--- src/rtl/dbr_pkg.sv ---
package dbr_pkg;
  localparam int DATA_W = 32;
  localparam int LANES  = DATA_W / 8;
  localparam int BEATS  = 4;
  localparam int BEAT_W = $clog2(BEATS);

  typedef enum logic [2:0] {
    ST_IDLE,
    ST_PRE,
    ST_ROW,
    ST_COL,
    ST_DONE
  } dbr_state_e;

  typedef enum logic [1:0] {
    WD_BYTE = 2'b00,
    WD_HALF = 2'b01,
    WD_WORD = 2'b10,
    WD_WIDE = 2'b11
  } dbr_width_e;

  // log2 of the beat unit in bytes; codes 10 and 11 are both full word
  function automatic logic [1:0] unit_shift(input logic [1:0] wd);
    case (wd)
      WD_BYTE: unit_shift = 2'd0;
      WD_HALF: unit_shift = 2'd1;
      default: unit_shift = 2'd2;
    endcase
  endfunction
endpackage

--- src/rtl/dbr_seq.sv ---
module dbr_seq
  import dbr_pkg::*;
#(
  parameter int BA_W = 22
) (
  input  logic              clk,
  input  logic              rst_n,
  input  logic              req_valid,
  input  logic [BA_W-1:0]   req_addr,
  input  logic [1:0]        req_width,
  input  logic              req_ext_mux,
  input  logic              req_late_latch,
  output logic              req_ready,
  output dbr_state_e        state,
  output logic [BEAT_W-1:0] beat,
  output logic              strobe_low,
  output logic [BA_W-1:0]   cur_addr,
  output logic [1:0]        cur_width,
  output logic              cur_ext,
  output logic              cur_late
);
  logic ph;
  logic ph_mid;

  always_ff @(posedge clk or negedge rst_n) begin
    if (!rst_n) begin
      state     <= ST_IDLE;
      beat      <= '0;
      ph        <= 1'b0;
      cur_addr  <= '0;
      cur_width <= 2'b00;
      cur_ext   <= 1'b0;
      cur_late  <= 1'b0;
    end else begin
      case (state)
        ST_IDLE: begin
          if (req_valid) begin
            cur_addr  <= req_addr;
            cur_width <= req_width;
            cur_ext   <= req_ext_mux;
            cur_late  <= req_late_latch;
            state     <= ST_PRE;
          end
        end
        ST_PRE: state <= ST_ROW;
        ST_ROW: begin
          state <= ST_COL;
          beat  <= '0;
          ph    <= ~ph;
        end
        ST_COL: begin
          if (beat == BEAT_W'(BEATS - 1)) begin
            state <= ST_DONE;
          end else begin
            beat <= beat + 1'b1;
            ph   <= ~ph;
          end
        end
        ST_DONE: state <= ST_IDLE;
        default: state <= ST_IDLE;
      endcase
    end
  end

  // falling-edge copy of the beat phase: strobe low only in the first half
  always_ff @(negedge clk or negedge rst_n) begin
    if (!rst_n) ph_mid <= 1'b0;
    else        ph_mid <= ph;
  end

  assign req_ready  = (state == ST_IDLE);
  assign strobe_low = (state == ST_COL) && (ph != ph_mid);
endmodule

--- src/rtl/dbr_addr.sv ---
module dbr_addr
  import dbr_pkg::*;
#(
  parameter int WA_W  = 20,
  parameter int COL_W = 8
) (
  input  dbr_state_e          state,
  input  logic [BEAT_W-1:0]   beat,
  input  logic [WA_W+1:0]     base,
  input  logic [1:0]          width,
  input  logic                ext_mux,
  output logic [WA_W-1:0]     mem_addr,
  output logic [LANES-1:0]    lanes,
  output logic [3:0]          bytesel_n
);
  localparam int BA_W = WA_W + 2;
  localparam int HI_W = WA_W - 2 * COL_W;

  logic [1:0]        sh;
  logic [BEAT_W-1:0] k;
  logic [BA_W-1:0]   unit_idx;
  logic [BA_W-1:0]   beat_unit;
  logic [BA_W-1:0]   beat_byte;
  logic [WA_W-1:0]   wa;
  logic              active;
  logic              narrow;
  logic [COL_W-1:0]  mux_field;

  always_comb begin
    sh        = unit_shift(width);
    k         = (state == ST_COL) ? beat : '0;
    unit_idx  = base >> sh;
    beat_unit = {unit_idx[BA_W-1:2], unit_idx[1:0] + k};
    beat_byte = beat_unit << sh;
    wa        = beat_byte[BA_W-1:2];
    active    = (state == ST_PRE) || (state == ST_ROW) || (state == ST_COL);
    narrow    = (width == WD_BYTE) || (width == WD_HALF);
    mux_field = (state == ST_COL) ? wa[COL_W-1:0] : wa[2*COL_W-1:COL_W];
  end

  generate
    if (HI_W > 0) begin : g_hi
      always_comb begin
        if (!active)      mem_addr = '0;
        else if (ext_mux) mem_addr = wa;
        else              mem_addr = {wa[WA_W-1:2*COL_W], {COL_W{1'b0}}, mux_field};
      end
    end else begin : g_nohi
      always_comb begin
        if (!active)      mem_addr = '0;
        else if (ext_mux) mem_addr = wa;
        else              mem_addr = {{COL_W{1'b0}}, mux_field};
      end
    end
  endgenerate

  for (genvar i = 0; i < LANES; i++) begin : g_lane
    always_comb begin
      case (width)
        WD_BYTE: lanes[i] = (beat_byte[1:0] == 2'(i));
        WD_HALF: lanes[i] = ((i / 2) == int'(beat_byte[1]));
        default: lanes[i] = 1'b1;
      endcase
    end
  end

  assign bytesel_n = (active && narrow) ? {beat_byte[0], beat_byte[1], 2'b11} : 4'hF;
endmodule

--- src/rtl/dbr_capture.sv ---
module dbr_capture
  import dbr_pkg::*;
(
  input  logic                    clk,
  input  logic                    rst_n,
  input  dbr_state_e              state,
  input  logic [BEAT_W-1:0]       beat,
  input  logic                    late,
  input  logic [DATA_W-1:0]       mem_dq,
  input  logic                    mem_err,
  output logic [BEATS*DATA_W-1:0] rsp_data,
  output logic                    rsp_err
);
  logic [DATA_W-1:0] word_edge [BEATS];
  logic [DATA_W-1:0] word_mid  [BEATS];
  logic              err_edge;
  logic              err_mid;

  // capture on the clock edge closing each beat
  always_ff @(posedge clk or negedge rst_n) begin
    if (!rst_n) begin
      for (int b = 0; b < BEATS; b++) word_edge[b] <= '0;
      err_edge <= 1'b0;
    end else if (state == ST_PRE) begin
      err_edge <= 1'b0;
    end else if (state == ST_COL && !late) begin
      word_edge[beat] <= mem_dq;
      err_edge        <= err_edge | mem_err;
    end
  end

  // capture on the strobe rising edge, which is the mid-beat falling edge
  always_ff @(negedge clk or negedge rst_n) begin
    if (!rst_n) begin
      for (int b = 0; b < BEATS; b++) word_mid[b] <= '0;
      err_mid <= 1'b0;
    end else if (state == ST_PRE) begin
      err_mid <= 1'b0;
    end else if (state == ST_COL && late) begin
      word_mid[beat] <= mem_dq;
      err_mid        <= err_mid | mem_err;
    end
  end

  for (genvar g = 0; g < BEATS; g++) begin : g_out
    assign rsp_data[g*DATA_W +: DATA_W] = late ? word_mid[g] : word_edge[g];
  end

  assign rsp_err = late ? err_mid : err_edge;
endmodule

--- src/rtl/dbr_burst_read.sv ---
module dbr_burst_read
  import dbr_pkg::*;
#(
  parameter int WA_W  = 20,
  parameter int COL_W = 8
) (
  input  logic                    clk,
  input  logic                    rst_n,
  input  logic                    req_valid,
  output logic                    req_ready,
  input  logic [WA_W+1:0]         req_addr,
  input  logic [1:0]              req_width,
  input  logic                    req_ext_mux,
  input  logic                    req_late_latch,
  input  logic [DATA_W-1:0]       mem_dq,
  input  logic                    mem_err,
  output logic [WA_W-1:0]         mem_addr,
  output logic                    ras_n,
  output logic [LANES-1:0]        cas_n,
  output logic                    oe_n,
  output logic                    we_n,
  output logic [3:0]              bytesel_n,
  output logic                    rsp_valid,
  output logic [BEATS*DATA_W-1:0] rsp_data,
  output logic                    rsp_err
);
  localparam int BA_W = WA_W + 2;

  dbr_state_e        state;
  logic [BEAT_W-1:0] beat;
  logic              strobe_low;
  logic [BA_W-1:0]   cur_addr;
  logic [1:0]        cur_width;
  logic              cur_ext;
  logic              cur_late;
  logic [LANES-1:0]  lanes;

  dbr_seq #(.BA_W(BA_W)) u_seq (
    .clk            (clk),
    .rst_n          (rst_n),
    .req_valid      (req_valid),
    .req_addr       (req_addr),
    .req_width      (req_width),
    .req_ext_mux    (req_ext_mux),
    .req_late_latch (req_late_latch),
    .req_ready      (req_ready),
    .state          (state),
    .beat           (beat),
    .strobe_low     (strobe_low),
    .cur_addr       (cur_addr),
    .cur_width      (cur_width),
    .cur_ext        (cur_ext),
    .cur_late       (cur_late)
  );

  dbr_addr #(.WA_W(WA_W), .COL_W(COL_W)) u_addr (
    .state     (state),
    .beat      (beat),
    .base      (cur_addr),
    .width     (cur_width),
    .ext_mux   (cur_ext),
    .mem_addr  (mem_addr),
    .lanes     (lanes),
    .bytesel_n (bytesel_n)
  );

  dbr_capture u_cap (
    .clk      (clk),
    .rst_n    (rst_n),
    .state    (state),
    .beat     (beat),
    .late     (cur_late),
    .mem_dq   (mem_dq),
    .mem_err  (mem_err),
    .rsp_data (rsp_data),
    .rsp_err  (rsp_err)
  );

  assign ras_n     = !((state == ST_ROW) || (state == ST_COL));
  assign oe_n      = (state != ST_COL);
  assign we_n      = 1'b1;
  assign cas_n     = ~(lanes & {LANES{strobe_low}});
  assign rsp_valid = (state == ST_DONE);
endmodule

--- config.mk ---
export PLATFORM = sky130hd
export DESIGN_NAME = dbr_burst_read
export DESIGN_NICKNAME = d
export VERILOG_FILES = /design/src/rtl/dbr_pkg.sv /design/src/rtl/dbr_seq.sv /design/src/rtl/dbr_addr.sv /design/src/rtl/dbr_capture.sv /design/src/rtl/dbr_burst_read.sv
export SDC_FILE = /design/constraint.sdc
export NUM_CORES = 1
export LEC_CHECK = 0
export BUFFER_PORTS_ARGS = -buffer_cell sky130_fd_sc_hd__clkbuf_2
export CAP_MARGIN = 20
export CORE_MARGIN = 10
export CORE_UTILIZATION = 35
export DETAILED_ROUTE_END_ITERATION = 6
export HOLD_SLACK_MARGIN = 0.03
export PLACE_DENSITY = 0.54
export SYNTH_ARGS = -nofsm -noshare
export SYNTH_HDL_FRONTEND = slang
export SYNTH_SLANG_ARGS = --single-unit
--- constraint.sdc ---
create_clock -name clk -period 3.3 [get_ports clk]
set_input_delay 0 -clock clk [delete_from_list [all_inputs] [get_ports clk]]
set_output_delay 0 -clock clk [all_outputs]
set_load 0.005 [all_outputs]
# Yosys cells after proc, flatten, opt, wreduce, memory -nomap -nowiden
# Cells that the tools add are included.
totals:
  reg_bits: 291
  in_bits: 62
  out_inout_bits: 162
  elab_cells: 98
op_classes:
  addsub: 2
  order_cmp: 2
  n_eq_ne: 14
  shift: 2
  muxes: 30
  bitwise: 8
  n_reduce_logical: 22
op_table:
  columns: ["operator", "n"]
  rows:
  - ["$bwmux 128", 2]
  - ["$mux 32", 5]
  - ["$demux 32 s2", 1]
  - ["$shl 22x2->22", 1]
  - ["$shr 22x2->22", 1]
  - ["$mux 20", 1]
  - ["$mux 16", 1]
  - ["$pmux 3 s4", 1]
  - ["$pmux 1 s2", 5]
  - ["$reduce_and 2->1", 5]
  - ["$mux 8", 1]
  - ["$pmux 2 s2", 2]
  - ["$eq 2x2->1 const B", 3]
  - ["$eq 3x2->1 const B", 2]
  - ["$mux 1", 6]
  - ["$mux 3", 2]
  - ["$reduce_bool 2->1", 3]
  - ["$logic_and 1x1->1", 5]
  - ["$and 4x4->4", 1]
  - ["$eq 2x1->1 const B", 2]
  - ["$logic_not 2->1", 2]
  - ["$logic_or 1x1->1", 4]
  - ["$mux 2", 2]
  - ["$mux 4", 1]
  - ["16 further kinds", 21]

# Depth between registers and ports, before layout
# Gate-level depths: netlist of run 1.
depth:
  depth_word: 9
  ltp_mapped: 9
  ltp_nobuf: 8

# Hierarchy
# From an unflattened synthesis of run 1, not the netlist that was laid out.
unflattened:
  hier_cells: 872
  hier_area_um2: 13331.5
modules_own_cells:
  columns: ["mod", "instances", "cells_each", "area_each_um2", "seq_area_each_um2"]
  rows:
  - ["dbr_capture", 1, 705, 11414.7, 6456.2]
  - ["dbr_seq", 1, 83, 1388.8, 825.8]
  - ["dbr_addr", 1, 75, 475.5, 0.0]
  - ["dbr_burst_read", 1, 9, 52.6, 0.0]

==> results of run 1 <==
-- final timing paths --
check | end
setup / recovery | u_cap.word_mid[85]$_DFFE_NN0P_
hold / removal | u_cap.word_edge[62]$_DFFE_PN0P_
setup reg to reg | u_cap.word_mid[85]$_DFFE_NN0P_
hold reg to reg | u_cap.word_mid[91]$_DFFE_NN0P_
max in group asynchronous | u_cap.word_mid[13]$_DFFE_NN0P_
min in group clk | u_seq.cur_width[0]$_DFFE_PN0P_
-- power by group through the flow --
stage	Combinational (mW)	Sequential, mW	Clock [mW]
floorplan	5.07	6.08	0
global route	9.94	6.63	3.93
finish	9.15	6.39	3.67
global placement	8.02	6.34	0
detailed placement	8.11	6.39	0
CTS	8.99	6.37	3.79
-- cell usage after synthesis (all sizes together) (2+ instances only) --
library cell,instances
ha,5
o21ai,7
nor3,7
a21oi,15
dfrtn,130
nor3b,2
xnor2,4
clkbuf,6
nand3,2
nand2,27
nor2,13
buf,46
and2,6
dfrtp,161
mux2,409
inv,7
a31oi,3
and3,8
nor2b,3
-- layout make-up --
type / instances / share of cell area
Clock buffer: 48 / 0.0556
Inverter: 7 / 0.00150
Sequential cell: 291 / 0.416
Tap cell: 468 / 0.0334
Multi-Input combinational cell: 529 / 0.335
Clock inverter: 12 / 0.00664
Timing Repair Buffer: 349 / 0.153
-- what timing repair did --
item | CTS | global route
resized for setup | 93 | 55
gates cloned | 7 | 5
endpoints found under the setup margin | 128 | 132
setup buffers | 15 | 3
hold endpoints to repair | 317 | 0
pin swaps | 6 | 5
hold buffers | 64 | 0
-- registers in the layout (all words and copies together) (netlist names), 2 cells and up --
register,cells
u_cap.word_edge,128
u_cap.word_mid,128
u_seq.beat,2
u_seq.cur_addr,22
u_seq.cur_width,2
u_seq.state,3
-- worst min-delay path, cell delays in order --
cell,delay [ns]
dlygate4sd3_1,0.56
buf_8,0.30
buf_12,0.26
-- metal layers --
metal | vias to the layer above | global-route usage | share of wire
met5 | - | 0 | 0
met4 | 0 | 0.0377 | 0.015
met3 | 40 | 0.0358 | 0.048
met2 | 151 | 0.253 | 0.49
met1 | 4326 | 0.205 | 0.45
li1 | 3808 | - | -
-- kinds of logic (layout without fill, tap and decap cells) --
logic type                 count (synthesis)  after routing
and+or+nand+nor                           72             72
xor gates and xnor gates                   6              6
muxes                                    410            410
adders and majority gates                  5              5
buffers and inverters                     59            416
DFF                                      291            291
other                                      1              3
AOI/OAI and AO/OA                         33             33
-- per-stage QoR --
step           cells  total power, mW  area (um^2)   util  setup WS [ns]
2_1_floorplan    879             11.2        13000      -        -0.0312
3_3_place_gp    1554             14.4        14900  0.406        -0.0492
3_5_place_dp    1554             14.5        14900  0.406        -0.0708
4_1_cts         1698             19.1        17200  0.471        -0.0492
5_1_grt         1704             20.5        17500  0.479         -0.102
6_report        1704             19.2        17500  0.479        -0.0432
==> summary.md, run 1 <==
| Metric | Value |
|---|---|
| Outcome | `complete, but fails checks` |
| Failing checks | `setup timing` |
| Sw Pwr | `a little over 6 mW` |
| Largest net degree at the start of global routing | `between 100 and 150` |
| Global-route wire length before repair | `55400 um` |
| Crit Path Class | `flip-flop to flip-flop` |
| Critical path origin | `u_seq.state[2]$_DFFE_PN0P_` |
| Total grt overflow | `0` |
| DRC Markers | `0` |
| Leak | `~8.0 nW` |
| Share of cells above drive strength 1 | `0.616` |
| Core area | `roughly 37000 um^2` |
| TritonCTS buffer count | `34` |
| Layout Nets | `1279` |
| Root Driver | `clkbuf_16` |
| Synthesized area | `between 10000 and 15000 um^2` |
| Hold_ws | `between 0.2 and 0.3 ns` |
| Synth cell types | `42` |
| Port Buffers | `220` |
| Max Root-Sink Buffers | `3` |
| Vias in the first global route | `between 9k and 10k` |
| Ys async rst share | `1.00` |
| Routability cong. | `a little under 0.7` |
| Share of the synthesized area in the top cell type | `0.339` |
| Row Count | `70` |
| Top cells by area, synth | `mux2_2 34%, dfrtp_1 31%, dfrtn_1 25%` |
| CP Buf/Inv Count | `2` |
| Worst R2R Setup Slack | `-0.04 ns` |
| Final ANT Viol Nets | `0` |
| Reg clk slew, reported paths | `0.06 ns` |
| Critical path depth | `6` |
| Max Cap Viol | `0` |
| Leading area contributor after synthesis | `mux2_2` |
| DR vias | `approximately 8.3k` |
| R2R depth | `6` |
| GRT Util Overall | `0.156` |
| Fin Setup TNS | `-0.935 ns` |
| RSZ-0062 raised after global routing | `yes` |
| Area occupied by multi-input gates | `a little under 6000 um^2` |
| Sw Ratio | `0.323` |
| CP Capture Type | `flip-flop` |
| Syn avg cell area | `14.8 um^2` |
| Filler cells | `3277` |
| Mean routed wirelength per cell | `around 21 um` |
| Via/cell ratio | `4.89` |
| PnR worst setup slack | `-0.0432 ns` |
| Largest family of logic cells by synthesized area | `multiplexers` |
| CP peak stage delay | `roughly 0.41 ns` |
| H-tree depth | `2` |
| Fin. max-slew vios | `0` |
| Final WL | `36000 um` |
| Setup Skew | `0.0131 ns` |
| Initial core utilization | `0.354` |
| Clock share of power | `0.191` |
| CTS Sinks | `between 200 and 300` |
| Seq pwr share | `0.333` |
| FF+latch count, synth | `about 290` |
| Mux share of post-synthesis cell area | `0.356` |
| Commonest non-fill, non-tap cell in the layout | `mux2_2` |
| Worst-Skew Late Latency | `approximately 0.51 ns` |
| Post-synth EDFFs | `0` |
| Synth Area in Adders | `0.00482` |
| Pint | `13.0 mW` |
| Register area | `7290 um^2` |
| P per Cell Area | `between 1000 and 1500 nW/um^2` |
| Reg2reg start | `u_seq.state[2]$_DFFE_PN0P_` |
| Die Span X | `between 200 and 250 um` |
| Maximum vdd drop | `~0.58 mV` |
| Max FO, Critical Path | `6` |
| # diodes | `0` |
| Drt first-iter violations | `approximately 260` |
| Worst slew pin tran | `slightly below 1 ns` |
| Combinational power share | `0.476` |
| Cell count after synthesis | `a little under 900` |
| Final Hold Fails | `0` |
| WP data required | `~2.0 ns` |
| Die H | `213 um` |
| HP Class | `primary input to asynchronous set/reset pin` |
| CP Cell Sequence | `nor2b_4 -> nand2_2 -> nor2_4 -> buf_12 -> buf_8 -> mux2_2` |
| Critical Path AT | `between 2 and 2.5 ns` |
| Setup violators final | `45` |
| CTS tree | `built` |
| CP max-delay cell | `dfrtp_1` |
| Initial antenna violation count | `0` |
| Die area | `~45000 um^2` |
| Headroom to the max-slew limit | `0.339` |
| HPWL Detailed | `between 20000 and 25000 um` |
| # IOs | `224` |
| First drt pass iteration count | `6` |
| Synth Flop Type | `dfrtp_1` |
| Compound-Gate Fraction of Synth Area | `0.0150` |
| Most frequent cells in the layout | `287 x mux2_2, 219 x clkbuf_2, 159 x dfrtp_1` |
| Area Growth Syn to Fin | `35.2%` |
| Register area share after synthesis | `0.561` |
| Top Family by Delay on Critical Path | `simple AND/OR/NAND/NOR gates` |
| Xor/xnor share of the synthesized area | `0.00569` |
| Crit path launch type | `flip-flop` |
| Warnings from Yosys | `0` |
| Post-synthesis simple-gate area fraction | `0.0313` |
No activity file was read; power rests on OpenSTA's default activity.
==> inputs of run 2 (changes only) <==
--- a/config.mk
+++ b/config.mk
@@ -10,8 +10,10 @@
 export CORE_MARGIN = 10
 export CORE_UTILIZATION = 35
 export DETAILED_ROUTE_END_ITERATION = 6
+export GPL_ROUTABILITY_DRIVEN = 0
 export HOLD_SLACK_MARGIN = 0.03
 export PLACE_DENSITY = 0.54
+export SKIP_LAST_GASP = 1
 export SYNTH_ARGS = -nofsm -noshare
 export SYNTH_HDL_FRONTEND = slang
 export SYNTH_SLANG_ARGS = --single-unit
==> run 2 against run 1 <==
The flow still finishes with violations (setup timing). Clock skew about the same. Register-to-register slack about the same. Worst hold slack about the same. Combinational power about the same. Die area unchanged. Clock-buffer cell count unchanged. Cell count unchanged. Utilization unchanged. Cell area unchanged. Largest power group unchanged.
==> summary.md, run 2 (same netlist as run 1, synthesis figures left out) <==
| Metric | Value |
|---|---|
| Area Growth Syn to Fin | `35.2% (unchanged)` |
| RSZ-0062 raised after global routing | `yes (unchanged)` |
| Vias in the first global route | `9148 (was 9152)` |
| Max Root-Sink Buffers | `3 (unchanged)` |
| Top flop regs | `u_cap.word_edge x128, u_cap.word_mid x128, u_seq.cur_addr x22 (unchanged)` |
| Reg clk slew, reported paths | `0.06 ns (about the same)` |
| Fin. max-slew vios | `0 (unchanged)` |
| Largest net degree at the start of global routing | `136 (unchanged)` |
| Max FO, Critical Path | `6 (unchanged)` |
| Share of cells above drive strength 1 | `0.616 (unchanged)` |
| CTS tree | `built (unchanged)` |
| HPWL Detailed | `22100 um (unchanged)` |
| Final ANT Viol Nets | `0 (unchanged)` |
| Post-layout util | `0.479 (unchanged)` |
| Die H | `213 um (unchanged)` |
| Layout Nets | `1279 (unchanged)` |
| Place WS | `-0.0708 ns (unchanged)` |
| Setup Skew | `0.0132 ns (was 0.0131 ns)` |
| CTS Sinks | `291 (unchanged)` |
| First drt pass iteration count | `6 (unchanged)` |
| WP data required | `2.01 ns (about the same)` |
| Initial antenna violation count | `0 (unchanged)` |
| Row Count | `70 (unchanged)` |
| Area after DPL | `14900 um^2 (unchanged)` |
| Register area | `7290 um^2 (unchanged)` |
| Crit path launch type | `flip-flop (unchanged)` |
| Die area | `45200 um^2 (unchanged)` |
| P per Cell Area | `1100 nW/um^2 (about the same)` |
| Headroom to the max-slew limit | `0.338 (was 0.339)` |
| Failing checks | `setup timing (unchanged)` |
| Area occupied by multi-input gates | `5870 um^2 (unchanged)` |
| Mean routed wirelength per cell | `21.1 um (about the same)` |
| Outcome | `complete, but fails checks (unchanged)` |
| Maximum vdd drop | `0.584 mV (was 0.583 mV)` |
| # IOs | `224 (unchanged)` |
| GRT Util Overall | `0.155 (was 0.156)` |
| Crit Path Class | `flip-flop to flip-flop (unchanged)` |
| Worst slew pin tran | `0.993 ns (was 0.991 ns)` |
| Drt first-iter violations | `252 (was 255)` |
| Core area | `36600 um^2 (unchanged)` |
| Post-Layout Inst Area | `17500 um^2 (unchanged)` |
| Total grt overflow | `0 (unchanged)` |
| H-tree depth | `2 (unchanged)` |
| DR vias | `8332 (was 8325)` |
| Root Driver | `clkbuf_16 (unchanged)` |
| Port Buffers | `220 (unchanged)` |
| Hold_ws | `0.267 ns (about the same)` |
| TritonCTS buffer count | `34 (unchanged)` |
| Via/cell ratio | `4.89 (about the same)` |
| HP Class | `primary input to asynchronous set/reset pin (unchanged)` |
| Max Cap Viol | `0 (unchanged)` |
| Critical Path AT | `2.05 ns (about the same)` |
| Most frequent cells in the layout | `287 x mux2_2, 219 x clkbuf_2, 159 x dfrtp_1 (unchanged)` |
| Commonest non-fill, non-tap cell in the layout | `mux2_2 (unchanged)` |
| Die Span X | `213 um (unchanged)` |
| PnR worst setup slack | `-0.0429 ns (was -0.0432 ns)` |
| Initial core utilization | `0.354 (unchanged)` |
| Final WL | `36000 um (about the same)` |
| # diodes | `0 (unchanged)` |
| Leak | `8.04 nW (unchanged)` |
| DRC Markers | `0 (unchanged)` |
| Filler cells | `3277 (unchanged)` |
| Worst-Skew Late Latency | `0.51 ns (about the same)` |
| Setup violators final | `47 (was 45)` |
| Final Hold Fails | `0 (unchanged)` |
| Fin Setup TNS | `-0.960 ns (was -0.935 ns)` |
| Global-route wire length before repair | `55300 um (was 55400 um)` |
| CP Capture Type | `flip-flop (unchanged)` |
-- run 2: metrics by stage --
stage	instances	total power [mW]
final	1704	19.2
after floorplan	879	11.2
after global routing	1704	20.5
after detailed placement	1554	14.5
after global placement	1554	14.4
after CTS	1698	19.1
-- run 2: final timing paths --
kind | from | end | slack (ns) | cells after the start
worst min-delay path | rst_n | u_cap.word_edge[62]$_DFFE_PN0P_ | 0.27 | 3
worst max register to register | u_seq.state[2]$_DFFE_PN0P_ | u_cap.word_mid[85]$_DFFE_NN0P_ | -0.04 | 6
worst min register to register | u_cap.word_mid[91]$_DFFE_NN0P_ | u_cap.word_mid[91]$_DFFE_NN0P_ | 0.45 | 1
max in group asynchronous | rst_n | u_cap.word_mid[13]$_DFFE_NN0P_ | 1.18 | 3
min in group clk | req_width[0] | u_seq.cur_width[0]$_DFFE_PN0P_ | 0.27 | 4
worst max-delay path | u_seq.state[2]$_DFFE_PN0P_ | u_cap.word_mid[85]$_DFFE_NN0P_ | -0.04 | 6
-- run 2: layout make-up --
| class | count | share of cell area |
|---|---|---|
| clock inverter | 12 | 0.00664 |
| inverter | 7 | 0.00150 |
| sequential | 291 | 0.416 |
| timing repair buffer | 349 | 0.153 |
| tap | 468 | 0.0334 |
| clock buffer | 48 | 0.0556 |
| multi-input combinational | 529 | 0.335 |
-- run 2: timing repair --
item | in CTS | in global routing
endpoints found under the setup margin | 128 | 132
gates resized for setup | 88 | 60
cloned | 7 | 5
hold endpoints to repair | 317 | 0
hold buffers | 64 | 0
pin swaps | 6 | 5
setup buffers | 15 | 3
-- run 2: critical path, cell delays in order (launching register included) --
cell	delay, ns
dfrtp_1	0.41
nor2b_4	0.24
nand2_2	0.12
nor2_4	0.14
buf_12	0.16
buf_8	0.15
mux2_2	0.33
-- run 2: per-layer routing --
metal  part of all wire  track usage  up-vias
met5                  0            0        -
met3              0.048       0.0358       40
met2               0.49        0.253      155
met1               0.45        0.205     4330
li1                   -            -     3807
met4              0.015       0.0377        0
-- run 2: power by group --
part	leakage, nW	switching [mW]	internal (mW)	total (mW)
clock	0.541	1.45	2.22	3.66
sequential	3.49	0.935	5.46	6.39
combinational	4.00	3.83	5.33	9.15
